### src/rtl/bmf_pkg.sv
package bmf_pkg;

  // Read width codes
  localparam logic [1:0] BUS_LONG = 2'd0;
  localparam logic [1:0] BUS_WORD = 2'd1;
  localparam logic [1:0] BUS_BYTE = 2'd2;

  // Default offset picked at full reset
  function automatic int default_off(input logic [2:0] sel);
    case (sel)
      3'd1:    return 16;
      3'd2:    return 64;
      3'd3:    return 256;
      3'd4:    return 1024;
      default: return 8;
    endcase
  endfunction

  // Index of the final piece of a long word for a given width
  function automatic logic [1:0] last_idx(input logic [1:0] bsel);
    case (bsel)
      BUS_WORD: return 2'd1;
      BUS_BYTE: return 2'd3;
      default:  return 2'd0;
    endcase
  endfunction

  // Extract piece number idx of a long word, zero-extended
  function automatic logic [35:0] pick_piece(input logic [35:0] w,
                                             input logic [1:0]  bsel,
                                             input logic        little,
                                             input logic [1:0]  idx);
    logic [1:0] k;
    logic       h;
    case (bsel)
      BUS_WORD: begin
        h = little ? idx[0] : ~idx[0];
        return {18'd0, w[18*h +: 18]};
      end
      BUS_BYTE: begin
        k = little ? idx : (2'd3 - idx);
        return {27'd0, w[9*k +: 9]};
      end
      default: return w;
    endcase
  endfunction

endpackage

### src/rtl/bmf_cfg.sv
module bmf_cfg #(
  parameter int OFFW = 11
) (
  input  logic            clk,
  input  logic            rst_n,
  input  logic            cfg_fwft_i,
  input  logic [1:0]      cfg_bsel_i,
  input  logic            cfg_little_i,
  input  logic [2:0]      cfg_offsel_i,
  input  logic            ser_en,
  input  logic            ser_din,
  input  logic            par_load,
  input  logic [OFFW-1:0] par_ae,
  input  logic [OFFW-1:0] par_af,
  output logic            fwft,
  output logic [1:0]      bsel,
  output logic            little,
  output logic [OFFW-1:0] ae_off,
  output logic [OFFW-1:0] af_off
);
  import bmf_pkg::*;

  logic [2*OFFW-1:0] chain;
  assign chain = {af_off, ae_off};

  always_ff @(posedge clk) begin
    if (!rst_n) begin
      fwft   <= cfg_fwft_i;
      bsel   <= (cfg_bsel_i == 2'd3) ? BUS_LONG : cfg_bsel_i;
      little <= cfg_little_i;
      ae_off <= OFFW'(default_off(cfg_offsel_i));
      af_off <= OFFW'(default_off(cfg_offsel_i));
    end else if (par_load) begin
      ae_off <= par_ae;
      af_off <= par_af;
    end else if (ser_en) begin
      {af_off, ae_off} <= {chain[2*OFFW-2:0], ser_din};
    end
  end
endmodule

### src/rtl/bmf_store.sv
module bmf_store #(
  parameter int DEPTH = 64,
  parameter int AW    = $clog2(DEPTH)
) (
  input  logic          clk,
  input  logic          rst_n,
  input  logic          prst_n,
  input  logic          we,
  input  logic [35:0]   wdata,
  input  logic [AW-1:0] raddr,
  output logic [35:0]   rdata,
  output logic [AW:0]   wr_ptr
);
  logic [35:0] mem [DEPTH];

  always_ff @(posedge clk) begin
    if (we) mem[wr_ptr[AW-1:0]] <= wdata;
  end

  always_ff @(posedge clk) begin
    if (!rst_n || !prst_n) wr_ptr <= '0;
    else if (we)           wr_ptr <= wr_ptr + 1'b1;
  end

  assign rdata = mem[raddr];
endmodule

### src/rtl/bmf_rdpath.sv
module bmf_rdpath #(
  parameter int AW = 6
) (
  input  logic        clk,
  input  logic        rst_n,
  input  logic        prst_n,
  input  logic        retx,
  input  logic        take,
  input  logic        fwft,
  input  logic [1:0]  bsel,
  input  logic        little,
  input  logic        empty,
  input  logic [35:0] head,
  output logic [AW:0] rd_ptr,
  output logic [1:0]  pidx,
  output logic        rd_pop,
  output logic [35:0] rd_data
);
  import bmf_pkg::*;

  logic        at_last;
  logic [35:0] cur_piece;
  logic [35:0] rd_q;

  assign at_last   = (pidx == last_idx(bsel));
  assign rd_pop    = take && at_last;
  assign cur_piece = pick_piece(head, bsel, little, pidx);

  always_ff @(posedge clk) begin
    if (!rst_n || !prst_n) begin
      rd_ptr <= '0;
      pidx   <= '0;
      rd_q   <= '0;
    end else if (retx) begin
      rd_ptr <= '0;
      pidx   <= '0;
    end else if (take) begin
      rd_q <= cur_piece;
      if (at_last) begin
        pidx   <= '0;
        rd_ptr <= rd_ptr + 1'b1;
      end else begin
        pidx <= pidx + 1'b1;
      end
    end
  end

  assign rd_data = fwft ? (empty ? 36'd0 : cur_piece) : rd_q;
endmodule

### src/rtl/busmatch_fifo.sv
module busmatch_fifo #(
  parameter int DEPTH = 64,
  parameter int OFFW  = 11
) (
  input  logic        clk,
  input  logic        rst_n,
  input  logic        prst_n,
  input  logic        cfg_fwft_i,
  input  logic [1:0]  cfg_bsel_i,
  input  logic        cfg_little_i,
  input  logic [2:0]  cfg_offsel_i,
  input  logic        wr_en,
  input  logic [35:0] wr_data,
  input  logic        rd_en,
  input  logic        retx,
  input  logic        ser_en,
  input  logic        ser_din,
  input  logic        par_load,
  output logic [35:0] rd_data,
  output logic        flag_out,
  output logic        flag_in,
  output logic        almost_empty,
  output logic        almost_full
);
  localparam int AW = $clog2(DEPTH);
  localparam logic [AW:0] DEPTH_C = (AW+1)'(DEPTH);

  logic            fwft, little;
  logic [1:0]      bsel;
  logic [OFFW-1:0] ae_off, af_off;
  logic [AW:0]     wr_ptr, rd_ptr, cnt, free_cnt;
  logic [1:0]      pidx;
  logic [35:0]     head;
  logic            empty, full, wr_fire, take, rd_pop;

  bmf_cfg #(.OFFW(OFFW)) u_cfg (
    .clk(clk), .rst_n(rst_n),
    .cfg_fwft_i(cfg_fwft_i), .cfg_bsel_i(cfg_bsel_i),
    .cfg_little_i(cfg_little_i), .cfg_offsel_i(cfg_offsel_i),
    .ser_en(ser_en), .ser_din(ser_din), .par_load(par_load),
    .par_ae(wr_data[OFFW-1:0]), .par_af(wr_data[18 +: OFFW]),
    .fwft(fwft), .bsel(bsel), .little(little),
    .ae_off(ae_off), .af_off(af_off)
  );

  bmf_store #(.DEPTH(DEPTH), .AW(AW)) u_store (
    .clk(clk), .rst_n(rst_n), .prst_n(prst_n),
    .we(wr_fire), .wdata(wr_data),
    .raddr(rd_ptr[AW-1:0]), .rdata(head), .wr_ptr(wr_ptr)
  );

  bmf_rdpath #(.AW(AW)) u_rd (
    .clk(clk), .rst_n(rst_n), .prst_n(prst_n), .retx(retx),
    .take(take), .fwft(fwft), .bsel(bsel), .little(little),
    .empty(empty), .head(head),
    .rd_ptr(rd_ptr), .pidx(pidx), .rd_pop(rd_pop), .rd_data(rd_data)
  );

  // Named events used by the bound checker
  assign cnt      = wr_ptr - rd_ptr;
  assign free_cnt = DEPTH_C - cnt;
  assign empty    = (cnt == '0);
  assign full     = (cnt == DEPTH_C);
  assign wr_fire  = wr_en && !full && prst_n;
  assign take     = rd_en && !empty && !retx && prst_n;

  assign flag_out     = fwft ? !empty : empty;
  assign flag_in      = fwft ? !full  : full;
  assign almost_empty = 32'(cnt) <= 32'(ae_off);
  assign almost_full  = 32'(free_cnt) <= 32'(af_off);
endmodule

### config.mk
export PLATFORM = sky130hd
export DESIGN_NAME = busmatch_fifo
export DESIGN_NICKNAME = d
export VERILOG_FILES = /design/src/rtl/bmf_pkg.sv /design/src/rtl/bmf_cfg.sv /design/src/rtl/bmf_store.sv /design/src/rtl/bmf_rdpath.sv /design/src/rtl/busmatch_fifo.sv
export SDC_FILE = /design/constraint.sdc
export NUM_CORES = 2
export LEC_CHECK = 0
export ABC_AREA = 0
export BUFFER_PORTS_ARGS = -buffer_cell sky130_fd_sc_hd__buf_2
export CORE_MARGIN = 4
export CORE_UTILIZATION = 60
export DETAILED_ROUTE_END_ITERATION = 12
export PLACE_DENSITY = 0.76
export SLEW_MARGIN = 20
export SYNTH_ARGS = -nofsm -noshare
export SYNTH_HDL_FRONTEND = slang
export SYNTH_SLANG_ARGS = --single-unit
### constraint.sdc
create_clock -name clk -period 5.65 [get_ports clk]
set_input_delay 1.4125 -clock clk [delete_from_list [all_inputs] [get_ports clk]]
set_output_delay 1.4125 -clock clk [all_outputs]
set_load 0.01 [all_outputs]
==> results.cfg <==
[placed_design]
dp_worst_setup_slack_ns = -0.0964
placedInstanceArea_sq_um = 99400
gp_routability_congestion = 0.970
dpl.hpwl_mm = 161
placed_cells = 6734
io_buffers = 91

[synth]
postSynthNetCount = 4585
synth_flop_cell = edfxtp_1
synth_async_sr_flop_share = 0
ys_seq_area_frac = 0.757
total_of_warnings_raised_by_yosys = 0
synth.top_cells.by_area = edfxtp_1 74%, mux4_2 13%, mux2i_1 1.7%
cell_type_with_the_largest_total_area_after_synthesis = edfxtp_1
post_synth.cell_area_avg_sq_um = 20.8
syn-instance-count = 4507
synth_top_area_frac = 0.745
synth.ff_latch_count = 2388
netlist-cell-type-count = 89
synthesis.area_sq_um = 93900
synth-edff-count = 2330

[die]
std_cell_rows = 144
die-area_sq_um = 163000
fp.dieH_um = 404
fp.dieW_um = 404
core_area_sq_um = 155000
number_of_top_level_design_ports = 92
effective_utilization_at_floorplan = 0.607

[sta]
worstMarginPinSlew_ns = 1.17
timing.final.crit_share = 1.01
setup_tns_ns = -0.113
holdWs_ns = 0.456
setup_repair_after_global_routing_missed_its_margin = yes
max_slew_margin = 0.215
finalSetupViolations = 4
finalWorstSetupSlack_ns = -0.0378
fin_worst_skew_ns = 0.0776
min_period_ns = 5.69
fmax_ghz = 0.176
max_transition_viols_final = 0
timing_hold_violations_final = 0

[power]
cellLeakagePower_nw = 33.9
power.density_nw_per_um2 = 323
post-layout-total-power_mw = 35.0
vdd.ir_drop.worst_v = 0.000335

[detailed_routing]
length_of_the_first_detailed_routing_pass_in_iterations = 6
drt_wl_total_mm = 289
via_per_inst = 7.31
via_count = 52900
route.detailed.wl_per_inst_um = 39.9
route.detailed.drc = 0
first_iter_violations = 10100
final_antenna_net_count = 0

[worst_setup_path]
setup.worst_path.start_class = flip-flop
path_delay_family = buffers and inverters
worstPathRequired_ns = 4.24
timing.critical_path.cells = buf_12 -> buf_16 -> bufbuf_16 -> mux4_2 -> nand2_1 -> a32oi_1 -> a22oi_1 -> buf_4 -> nor3_1 -> o221a_1 -> a211oi_2 -> o2bb2ai_1 -> buf_2
worst_setup_path_end_kind = output pin
crit_path_largest_cell_delay_ns = 0.52
worstPathMaxFanout = 14
worst_path_max_delay_cell = mux4_2
critical_path_arrival_ns = 4.28
path_type_of_the_worst_setup_path = flip-flop to output pin
cp_bufs_invs = 5

[global_routing]
globalRouteOverflowTotal = 0
globalRouteTotalUtil = 0.356
initial_antenna_violation_count = 13
grt_start_max_net_pins = 66
vias_in_the_first_global_route = 51200
grt_pass1_wl_mm = 400

[clock_network]
clk-insertion-delay-late_ns = 0.89
cts_buffers = 224
clkSinkCount = 2388
cts_tree = yes
cts-root-buf = clkbuf_16
clkTransAtPathRegs_ns = 0.06
cts_hold_buf = 0
cts.path.max_buffers = 3
h-tree-depth = 4

[layout]
drive_gt1_frac = 0.309
area_delta_synth_final_pct = 15.5
layout.core_utilization = 0.701
final_nets = 5082
postLayoutCellArea_sq_um = 108000
fin_cells = 7240
filler_cell_count = 8721

[run]
cap_violations = 0

[outcome]
failed_checks = setup timing
status = finished, violations left

[worst_hold_path]
timing.hold.worst.class = flip-flop to flip-flop
[area by class of cell]
cell class | instances | area (sq um) | area share
sequential | 2388 | 71200 | 0.656
multi-input combinational | 1821 | 22000 | 0.203
clock buffer | 282 | 5870 | 0.0541
timing repair buffer | 524 | 5400 | 0.0498
tap | 2044 | 2560 | 0.0236
clock inverter | 128 | 1280 | 0.0118
inverter | 45 | 171 | 0.00158
antenna | 8 | 20.0 | 0.000185
[layout by cell type (no fill, tap or decap), types with 41 or more instances in the layout]
master     netlist  layout
a21oi_1         76      68
buf_12           6      74
buf_2           61      76
buf_4           33     316
clkbuf_1        91      56
clkbuf_16        0     232
clkinv_1         2      48
dfxtp_1         58      49
edfxtp_1      2330    2330
inv_1           43      41
mux2i_1        163     159
mux4_2         562     562
nand2_1        142     141
nand3_1         66      61
nor2_1         173     103
nor2_4           0      64
o22ai_1         52      46
[Yosys cell counts (all sizes together) (18+ instances only)]
| master | n |
|---|---|
| dfxtp | 58 |
| a21oi | 76 |
| inv | 43 |
| edfxtp | 2330 |
| nor2 | 173 |
| o2bb2ai | 29 |
| and2 | 18 |
| nor3 | 40 |
| a221oi | 18 |
| nand2 | 142 |
| nor2b | 30 |
| clkbuf | 91 |
| o22ai | 52 |
| mux4 | 562 |
| buf | 162 |
| nand3 | 66 |
| nand2b | 18 |
| o21ai | 56 |
| ha | 25 |
| mux2 | 35 |
| mux2i | 163 |
| a22oi | 39 |
| a211oi | 26 |
[worst paths after layout]
kind / to / start / depth (start not counted) / slack, ns
worst max-delay path: rd_data[0] / flip-flop / 13 / -0.04
worst min register to register: u_rd.rd_q[25] / u_rd.rd_q[25] / 2 / 0.46
worst min-delay path: u_rd.rd_q[25] / u_rd.rd_q[25] / 2 / 0.46
worst max register to register: u_store.mem[45][23] / u_store.wr_ptr[0] / 14 / 0.94
[logic make-up after synthesis]
logic type / share of synthesized area
simple gates: 0.0300
buf+inv: 0.0183
xor+xnor: 0.00233
fa+ha+maj: 0.00354
compound gates: 0.0323
flops: 0.757
mux: 0.156
[state kept, by name, summed over array words and instances, names as in the netlist, named ones only]
| name | count |
|---|---|
| u_rd.rd_q | 36 |
| u_rd.pidx | 2 |
| u_cfg.bsel | 2 |
| u_rd.rd_ptr | 7 |
| u_cfg.fwft | 1 |
| u_store.mem | 2304 |
| u_cfg.little | 1 |
| u_cfg.ae_off | 11 |
| u_store.wr_ptr | 7 |
| u_cfg.af_off | 11 |
[where the power goes]
part / total, mW / internal [mW] / switching [mW]
Sequential: 19.5 / 19.5 / 0.0223
Combinational: 0.730 / 0.167 / 0.563
Clock: 14.8 / 8.26 / 6.55
[worst register-to-register path, cell delays in order (launching register included)]
cell and delay [ns]:
dfxtp_4 0.38, inv_2 0.10, ha_1 0.18, inv_1 0.06, fa_2 0.35, a21o_1 0.19
a21o_1 0.22, xor2_2 0.25, a211oi_2 0.09, buf_4 0.17, a311oi_1 0.81, nand3b_1 0.20
buf_4 0.29, nor2_4 0.74, buf_12 0.28
[per-layer routing]
metal	global-route usage	up-vias	routed length, um
met5	0	-	34
li1	-	19800	-
met4	0.176	4	18100
met1	0.476	26900	93800
met3	0.134	951	48000
met2	0.523	5192	129000
[repair_timing]
item	4_1_cts	5_1_grt
gates resized for setup	79	92
pin swaps	10	12
setup buffers	38	37
endpoints found under the setup margin	38	26
cloned	9	6
Note: power is estimated with default switching activity, not from simulation.
